$ cat config.mk
export PLATFORM = sky130hd
export DESIGN_NAME = gmii_lane_splitter
export DESIGN_NICKNAME = d
export VERILOG_FILES = /design/src/rtl/gls_pkg.sv /design/src/rtl/gls_rate_strobe.sv /design/src/rtl/gls_word_splitter.sv /design/src/rtl/gmii_lane_splitter.sv
export SDC_FILE = /design/constraint.sdc
export NUM_CORES = 1
export LEC_CHECK = 0
export BUFFER_PORTS_ARGS = -buffer_cell sky130_fd_sc_hd__buf_2
export CAP_MARGIN = 40
export CORE_ASPECT_RATIO = 1.4
export CORE_MARGIN = 2
export CORE_UTILIZATION = 48
export CTS_BUF_LIST = sky130_fd_sc_hd__clkbuf_16
export DETAILED_ROUTE_END_ITERATION = 8
export GPL_ROUTABILITY_DRIVEN = 0
export PLACE_DENSITY = 0.87
export REMOVE_ABC_BUFFERS = 1
export SKIP_CTS_REPAIR_TIMING = 1
export SYNTH_ARGS = -nofsm -noshare
export SYNTH_HDL_FRONTEND = slang
export SYNTH_HIERARCHICAL = 1
export SYNTH_SLANG_ARGS = --single-unit
$ cat constraint.sdc
create_clock -name clk -period 3 [get_ports clk]
set_input_delay 0.15 -clock clk [delete_from_list [all_inputs] [get_ports clk]]
set_output_delay 0.15 -clock clk [all_outputs]
set_load 0.02 [all_outputs]
$ cat src/rtl/gls_pkg.sv
package gls_pkg;
  localparam logic [1:0] SPD_SLOW = 2'b00;
  localparam logic [1:0] SPD_MID  = 2'b01;
  localparam int LAT_WHOLE_W = 12;
  localparam int LAT_FRAC_W  = 10;
  localparam int LAT_W       = LAT_WHOLE_W + LAT_FRAC_W;
endpackage

$ cat src/rtl/gls_rate_strobe.sv
module gls_rate_strobe
  import gls_pkg::*;
#(
  parameter int DIV_MID  = 10,
  parameter int DIV_SLOW = 100
) (
  input  logic       clk,
  input  logic       rst,
  input  logic [1:0] speed_sel,
  output logic       tick,
  output logic       strobe
);
  localparam int CNT_W = (DIV_SLOW > 2) ? $clog2(DIV_SLOW) : 1;

  logic [CNT_W-1:0] cnt_q;
  logic [CNT_W-1:0] last_c;
  logic [1:0]       spd_q;
  logic             strobe_q;
  logic             changed;

  always_comb begin
    case (speed_sel)
      SPD_SLOW: last_c = CNT_W'(DIV_SLOW - 1);
      SPD_MID:  last_c = CNT_W'(DIV_MID - 1);
      default:  last_c = '0;
    endcase
  end

  assign changed = (speed_sel != spd_q);
  assign tick    = !changed && (cnt_q == last_c);
  assign strobe  = strobe_q;

  always_ff @(posedge clk) begin
    if (rst) begin
      cnt_q    <= '0;
      spd_q    <= speed_sel;
      strobe_q <= 1'b0;
    end else begin
      spd_q    <= speed_sel;
      strobe_q <= tick;
      if (changed || tick) cnt_q <= '0;
      else                 cnt_q <= cnt_q + 1'b1;
    end
  end

  AST_STROBE_GAP: assert property (@(posedge clk) disable iff (rst)
    (strobe_q && speed_sel[1] == 1'b0) |=> !strobe_q);
  AST_STROBE_RESET: assert property (@(posedge clk) disable iff (rst)
    $past(rst) |-> !strobe_q);
  AST_CHANGE_QUIET: assert property (@(posedge clk) disable iff (rst)
    (speed_sel != spd_q) |=> !strobe_q);
endmodule

$ cat src/rtl/gls_word_splitter.sv
module gls_word_splitter #(
  parameter int LANE_W = 8
) (
  input  logic              clk,
  input  logic              rst,
  input  logic              tick,
  input  logic [2*LANE_W-1:0] in_data,
  input  logic [1:0]        in_en,
  input  logic [1:0]        in_err,
  output logic              in_ready,
  output logic [LANE_W-1:0] out_data,
  output logic              out_valid,
  output logic              out_err
);
  logic              hold_q;
  logic [LANE_W-1:0] hold_byte_q;
  logic              hold_err_q;
  logic [LANE_W-1:0] data_q;
  logic              valid_q;
  logic              err_q;

  assign in_ready  = tick && !hold_q;
  assign out_data  = data_q;
  assign out_valid = valid_q;
  assign out_err   = err_q;

  always_ff @(posedge clk) begin
    if (rst) begin
      hold_q      <= 1'b0;
      hold_byte_q <= '0;
      hold_err_q  <= 1'b0;
      data_q      <= '0;
      valid_q     <= 1'b0;
      err_q       <= 1'b0;
    end else if (tick) begin
      if (hold_q) begin
        data_q  <= hold_byte_q;
        valid_q <= 1'b1;
        err_q   <= hold_err_q;
        hold_q  <= 1'b0;
      end else if (in_en[0]) begin
        data_q      <= in_data[LANE_W-1:0];
        valid_q     <= 1'b1;
        err_q       <= in_err[0];
        hold_q      <= in_en[1];
        hold_byte_q <= in_data[2*LANE_W-1:LANE_W];
        hold_err_q  <= in_err[1];
      end else begin
        valid_q <= 1'b0;
        err_q   <= 1'b0;
      end
    end else begin
      valid_q <= 1'b0;
    end
  end

  AST_READY_GAP: assert property (@(posedge clk) disable iff (rst)
    (in_ready && in_en == 2'b11) |=> !in_ready);
  AST_VALID_RESET: assert property (@(posedge clk) disable iff (rst)
    $past(rst) |-> (!valid_q && !err_q));
endmodule

$ cat src/rtl/gmii_lane_splitter.sv
module gmii_lane_splitter
  import gls_pkg::*;
#(
  parameter int LANE_W    = 8,
  parameter int DIV_MID   = 10,
  parameter int DIV_SLOW  = 100,
  parameter int LAT_WHOLE = 1,
  parameter int LAT_FRAC  = 512
) (
  input  logic              clk,
  input  logic              rst,
  input  logic [1:0]        speed_sel,
  input  logic [2*LANE_W-1:0] in_data,
  input  logic [1:0]        in_en,
  input  logic [1:0]        in_err,
  output logic              in_ready,
  output logic [LANE_W-1:0] out_data,
  output logic              out_valid,
  output logic              out_err,
  output logic              clk_ena,
  output logic [LAT_W-1:0]  latency_word
);
  localparam logic [LAT_W-1:0] LAT_CONST =
    {LAT_WHOLE_W'(LAT_WHOLE), LAT_FRAC_W'(LAT_FRAC)};

  logic tick;

  gls_rate_strobe #(
    .DIV_MID  (DIV_MID),
    .DIV_SLOW (DIV_SLOW)
  ) u_rate (
    .clk       (clk),
    .rst       (rst),
    .speed_sel (speed_sel),
    .tick      (tick),
    .strobe    (clk_ena)
  );

  gls_word_splitter #(
    .LANE_W (LANE_W)
  ) u_split (
    .clk       (clk),
    .rst       (rst),
    .tick      (tick),
    .in_data   (in_data),
    .in_en     (in_en),
    .in_err    (in_err),
    .in_ready  (in_ready),
    .out_data  (out_data),
    .out_valid (out_valid),
    .out_err   (out_err)
  );

  assign latency_word = LAT_CONST;

  AST_VALID_ON_STROBE: assert property (@(posedge clk) disable iff (rst)
    out_valid |-> clk_ena);
  AST_HOLD_OFF_STROBE: assert property (@(posedge clk) disable iff (rst)
    !clk_ena |-> (out_data == $past(out_data) && out_err == $past(out_err)));
endmodule

# Yosys cells after proc, flatten, opt, wreduce, memory -nomap -nowiden
# Cells that the tools add are included.
[classes]
eq_ne = 3
n_mux = 9
bitwise = 2
addsub = 1
n_reduce_logical = 11
[op_table]
columns = ["op", "count"]
rows = [
  ["two-way mux 8 bit", 2],
  ["one-hot mux 7 bit (2 select lines)", 1],
  ["adder 7 x 1 -> 7 bit, second input constant", 1],
  ["equality test 7 bit", 1],
  ["two-way mux 1 bit", 6],
  ["OR reduction 2 bit", 2],
  ["AND reduction 3 bit", 1],
  ["equality test 2 x 1 -> 1 bit, second input constant", 1],
  ["logical AND 1 bit", 2],
  ["logical NOT 1 bit", 2],
  ["logical NOT 2 bit", 1],
  ["!= test 2 bit", 1],
  ["NOT 1 bit", 2],
  ["AND reduction 2 bit", 1],
  ["nonzero test 2 bit", 1],
  ["logical OR 1 bit", 1],
]
[totals]
out_inout_bits = 34
register_bits = 30
elab_cells = 35
inputBits = 24

# Depth between registers and ports, before layout
[logic_depth]
depth_word = 6
ltp_mapped = 11
depth_no_buf = 7

# Hierarchy
# The synthesis kept the hierarchy.
[modules_own_cells]
columns = ["module", "instances", "seq_area_each_um2", "area_each_um2", "cells_per_inst"]
rows = [
  ["gls_word_splitter", 1, 400.4, 862.1, 90],
  ["gls_rate_strobe", 1, 200.2, 464.2, 46],
  ["gmii_lane_splitter", 1, 0.0, 172.7, 24],
]

# Worst setup path before layout
# Ideal clock, no wire load.
[synth_timing]
kind = "reg-to-reg"
startpoint = "register u_rate.cnt_q[0]"
endpoint = "register u_split.data_q[7] (netlist: u_split/out_data[7])"
setup_time_ps = 81
arrival_time_ps = 2047
required_time_ps = 2919
period_less_slack_ps = 2128
path_stages_with_launch = 11
path_buffers = 3
setup_slack_ps = 872
path_cell_list = "dfxtp_1 -> xnor2_1 -> or3_4 -> or3_4 -> nor3_2 -> buf_4 -> o21a_1 -> buf_6 -> buf_12 -> nor2_2 -> a211oi_2"
[synth_via]
elab_chain_cells = 3
[synth_lines]
columns = ["item", "line", "text"]
rows = [
  ["start, declared", "gls_rate_strobe.sv:15", "logic [CNT_W-1:0] cnt_q;"],
  ["start signal, assigned", "gls_rate_strobe.sv:42", "else cnt_q <= cnt_q + 1'b1;"],
  ["equality test 7 bit", "gls_rate_strobe.sv:30", "assign tick = !changed && (cnt_q == last_c);"],
  ["logical AND 1 bit", "gls_rate_strobe.sv:30", ""],
  ["via tick", "gmii_lane_splitter.sv:26", "logic tick;"],
  ["AND reduction 2 bit (no line)", "n/a", ""],
  ["end signal, assigned", "gls_word_splitter.sv:37", "data_q <= hold_byte_q;"],
  ["end signal, assigned", "gls_word_splitter.sv:42", "data_q <= in_data[LANE_W-1:0];"],
  ["end, declared", "gls_word_splitter.sv:18", "logic [LANE_W-1:0] data_q;"],
]
# The timed path passes the listed nets, and every way through them passes these cells.
# A chain may end at the register's enable or synchronous reset.

# Worst setup path after layout
[layout_timing]
startpoint = "register u_rate.cnt_q[1]"
endpoint = "output in_ready"
[layout_via]
elab_chain_cells = 3
[layout_lines]
columns = ["item", "line", "text"]
rows = [
  ["equality test 7 bit", "gls_rate_strobe.sv:30", ""],
  ["logical AND 1 bit", "gls_rate_strobe.sv:30", ""],
  ["via tick", "gmii_lane_splitter.sv:26", ""],
  ["logical AND 1 bit", "gls_word_splitter.sv:22", "assign in_ready = tick && !hold_q;"],
  ["end, declared", "gmii_lane_splitter.sv:16", "output logic in_ready,"],
]
# The timed path passes the listed nets, and every way through them passes these cells.

==> flow_summary.json <==
{
  "worst_ep_required_time_ps": 2850,
  "antennaDiodeCount": 0,
  "crit_path_top_delay_cell": "dfxtp_1",
  "post-route-util_pct": 55.76,
  "run_status": "finished, final reports clean",
  "io_buffer_count": 35,
  "timing.setup.tns_ps": 0,
  "wire_length_of_the_first_global_routing_pass_um": 4567,
  "critical_path_cell_by_cell": "nor4b_1, a211oi_1, or3_4, nor3_2, nor2b_1, buf_2",
  "synth.avg_cell_area_sq_um": 9.368,
  "detailedPlacementHpwl_um": 1989,
  "vias_per_cell": 4.845,
  "hold_viol": 0,
  "via_count": 1129,
  "grt_setup_unrepaired": "false",
  "final.setup.worst_slack_ps": 603.3,
  "die_outline_area_sq_um": 3592,
  "layout.cells.most_common_list": "buf_2, dfxtp_1, conb_1, nand2_1, nor2_1",
  "drt_iter0_markers": 23,
  "area.growth.synth_to_final_pct": 13.94,
  "share_of_layout_cells_above_drive_strength_1_pct": 29.38,
  "boundaryPins": 58,
  "synthesis.area_sq_um": 1499,
  "detail-route-antenna-nets": 0,
  "fin_area_sq_um": 1708,
  "hold_path.class": "primary input to flop",
  "h-tree-depth": 2,
  "largest_buffer_count_on_any_clock_path": 2,
  "register_area_sq_um": 600.6,
  "crit_arrival_ps": 2250,
  "cap_violations": 0,
  "fmax_mhz": 417.2,
  "placed_area_sq_um": 1570,
  "worst_skew_pair.late_latency_ps": 270,
  "finClkSkew_ps": 7.186,
  "finalWorstPathRequiredPeriod_ps": 2397,
  "core-area_sq_um": 3063,
  "multi_input_comb_area_sq_um": 738.2,
  "place_worst_setup_slack_ps": 626.9,
  "routed_wire_length_per_instance_um": 11.47,
  "final_min_period_over_clock_period_pct": 79.89,
  "clock-root-buffer": "clkbuf_16",
  "netlist_instances": 160,
  "cts_buffers": 5,
  "drv_slew": 0,
  "remaining_drc_errors": 0,
  "tritoncts": "done",
  "first_global_vias": 1111,
  "die_height_um": 70.12,
  "vdd_ir_drop_max_mv": 0.3908,
  "global_route.usage.total_pct": 16.91,
  "synth.yosys.warnings": 6,
  "die_x_um": 51.23,
  "yosysUniqueCellTypes": 34,
  "normalized_max_slew_margin_pct": 54.38,
  "ys_seq_elements": 30,
  "firstDrtPassIters": 4,
  "antenna_found_initial": 0,
  "critical_path.endpoint_type": "output pin",
  "tritoncts_num_sinks": 30,
  "max_slew.worst_pin.slew_ps": 683.3,
  "clkSlewWorstSetupHoldPaths_ps": 50,
  "crit_path_max_incr_delay_ps": 420,
  "rows": 24,
  "maximum_number_of_pins_on_one_net_before_global_route_repair": 23,
  "nFillCells": 281,
  "critPathKind": "flop to output pin",
  "finalNetCount": 218,
  "seq_area_frac_synth_pct": 40.07,
  "initial_core_util_pct": 48.94,
  "setup_viol": 0,
  "layout_commonest_cell": "buf_2",
  "critical_path_peak_fanout": 8,
  "setup.worst_path.start_class": "flop",
  "p_leak_uw": 0.0007025,
  "finalWirelength_um": 2673,
  "grt_overflow_total": 0,
  "power_density_over_the_cells_nw_per_um2": 564.5
}
## cell usage after synthesis
cell      count  area, sq um
a211oi_1      2        15.01
a211oi_2      8        100.1
a21oi_1      10        50.05
a22oi_1       1        7.510
and3_1        2        12.51
and3b_1       1        8.760
and4bb_2      1        12.51
buf_12        1        20.02
buf_2         1        5.000
buf_4        24        180.2
buf_6         2        22.52
clkbuf_1      2        7.510
conb_1        2        7.510
dfxtp_1      30        600.6
ha_1          1        12.51
mux2i_1       8        80.08
nand2_1      19        71.32
nand2b_1      1        6.260
nand3_1       5        25.02
nand3b_1      1        7.510
nor2_1       16        60.06
nor2_2        1        6.260
nor2b_1       3        18.77
nor3_1        1        5.000
nor3_2        1        10.01
nor4b_1       1        8.760
o21a_1        1        7.510
o21bai_1      1        7.510
o31ai_2       1        12.51
o32a_2        1        11.26
or3_1         1        6.260
or3_4         2        22.52
xnor2_1       2        17.52
xor2_1        6        52.55
## cell families after synthesis
| kind of cell | Yosys count | share of synthesized area [%] |
|---|---|---|
| AOI/OAI and AO/OA | 25 | 14.11 |
| xor gates and xnor gates | 8 | 4.675 |
| adders and majority gates | 1 | 0.8346 |
| buffers and inverters | 30 | 15.69 |
| DFF | 30 | 40.07 |
| muxes | 8 | 5.342 |
| other | 2 | 0.5010 |
| and+or+nand+nor | 56 | 18.78 |
## worst max-delay path: cells and delay by family, from the launching register on
family | cells | cell delay (ps)
simple gates | 4 | 1260
flops | 1 | 420
buf+inv | 1 | 180
compound gates | 1 | 120
## per-stage QoR
step | total power, uW | cells | hold slack (ps)
3_3_place_gp | 516.7 | 225 | 333.5
3_5_place_dp | 518.5 | 225 | 333.2
5_1_grt | 1005 | 233 | 71.77
2_1_floorplan | 484.4 | 150 | 177.7
4_1_cts | 977.4 | 233 | 54.95
6_report | 964.1 | 233 | 60.51
## power breakdown
| group | internal, uW | switching (uW) | total [uW] |
|---|---|---|---|
| Clock | 298 | 155 | 453 |
| Sequential | 408 | 5.87 | 414 |
| Combinational | 32.3 | 64.7 | 97.0 |
| Total | 738 | 226 | 964 |
## per-layer routing
layer	part of all wire (%)	routed length (um)	GRT usage, %
met1	39	1050	16.96
met2	51	1369	29.73
met3	7.3	194	6.624
met4	2.2	59	7.895
met5	0	0	0
## final cells by class
class | instances | share of cell area, %
Clock buffer | 5 | 7.326
Clock inverter | 3 | 0.7326
Multi-Input combinational cell | 120 | 43.22
Sequential cell | 30 | 35.16
Tap cell | 39 | 2.857
Timing Repair Buffer | 36 | 10.70
## flip-flops by register name, indices dropped and copies added (netlist names)
signal / flops
u_split/hold_byte_q: 8
u_split/hold_q: 1
u_split/hold_err_q: 1
u_rate/spd_q: 2
u_split/out_data: 8
u_split/out_valid: 1
u_rate/strobe: 1
u_split/out_err: 1
u_rate/cnt_q: 7
## worst paths after layout
check                              start                endpoint  slack, ps  cells after the start
hold / removal              speed_sel[0]         u_rate/spd_q[0]         60                      1
setup / recovery         u_rate/cnt_q[1]                in_ready        600                      6
hold reg to reg   u_split/hold_byte_q[0]  u_split/hold_byte_q[0]        460                      2
setup reg to reg         u_rate/cnt_q[1]     u_split/out_data[1]        610                      8
No activity file was read; power rests on OpenSTA's default activity.
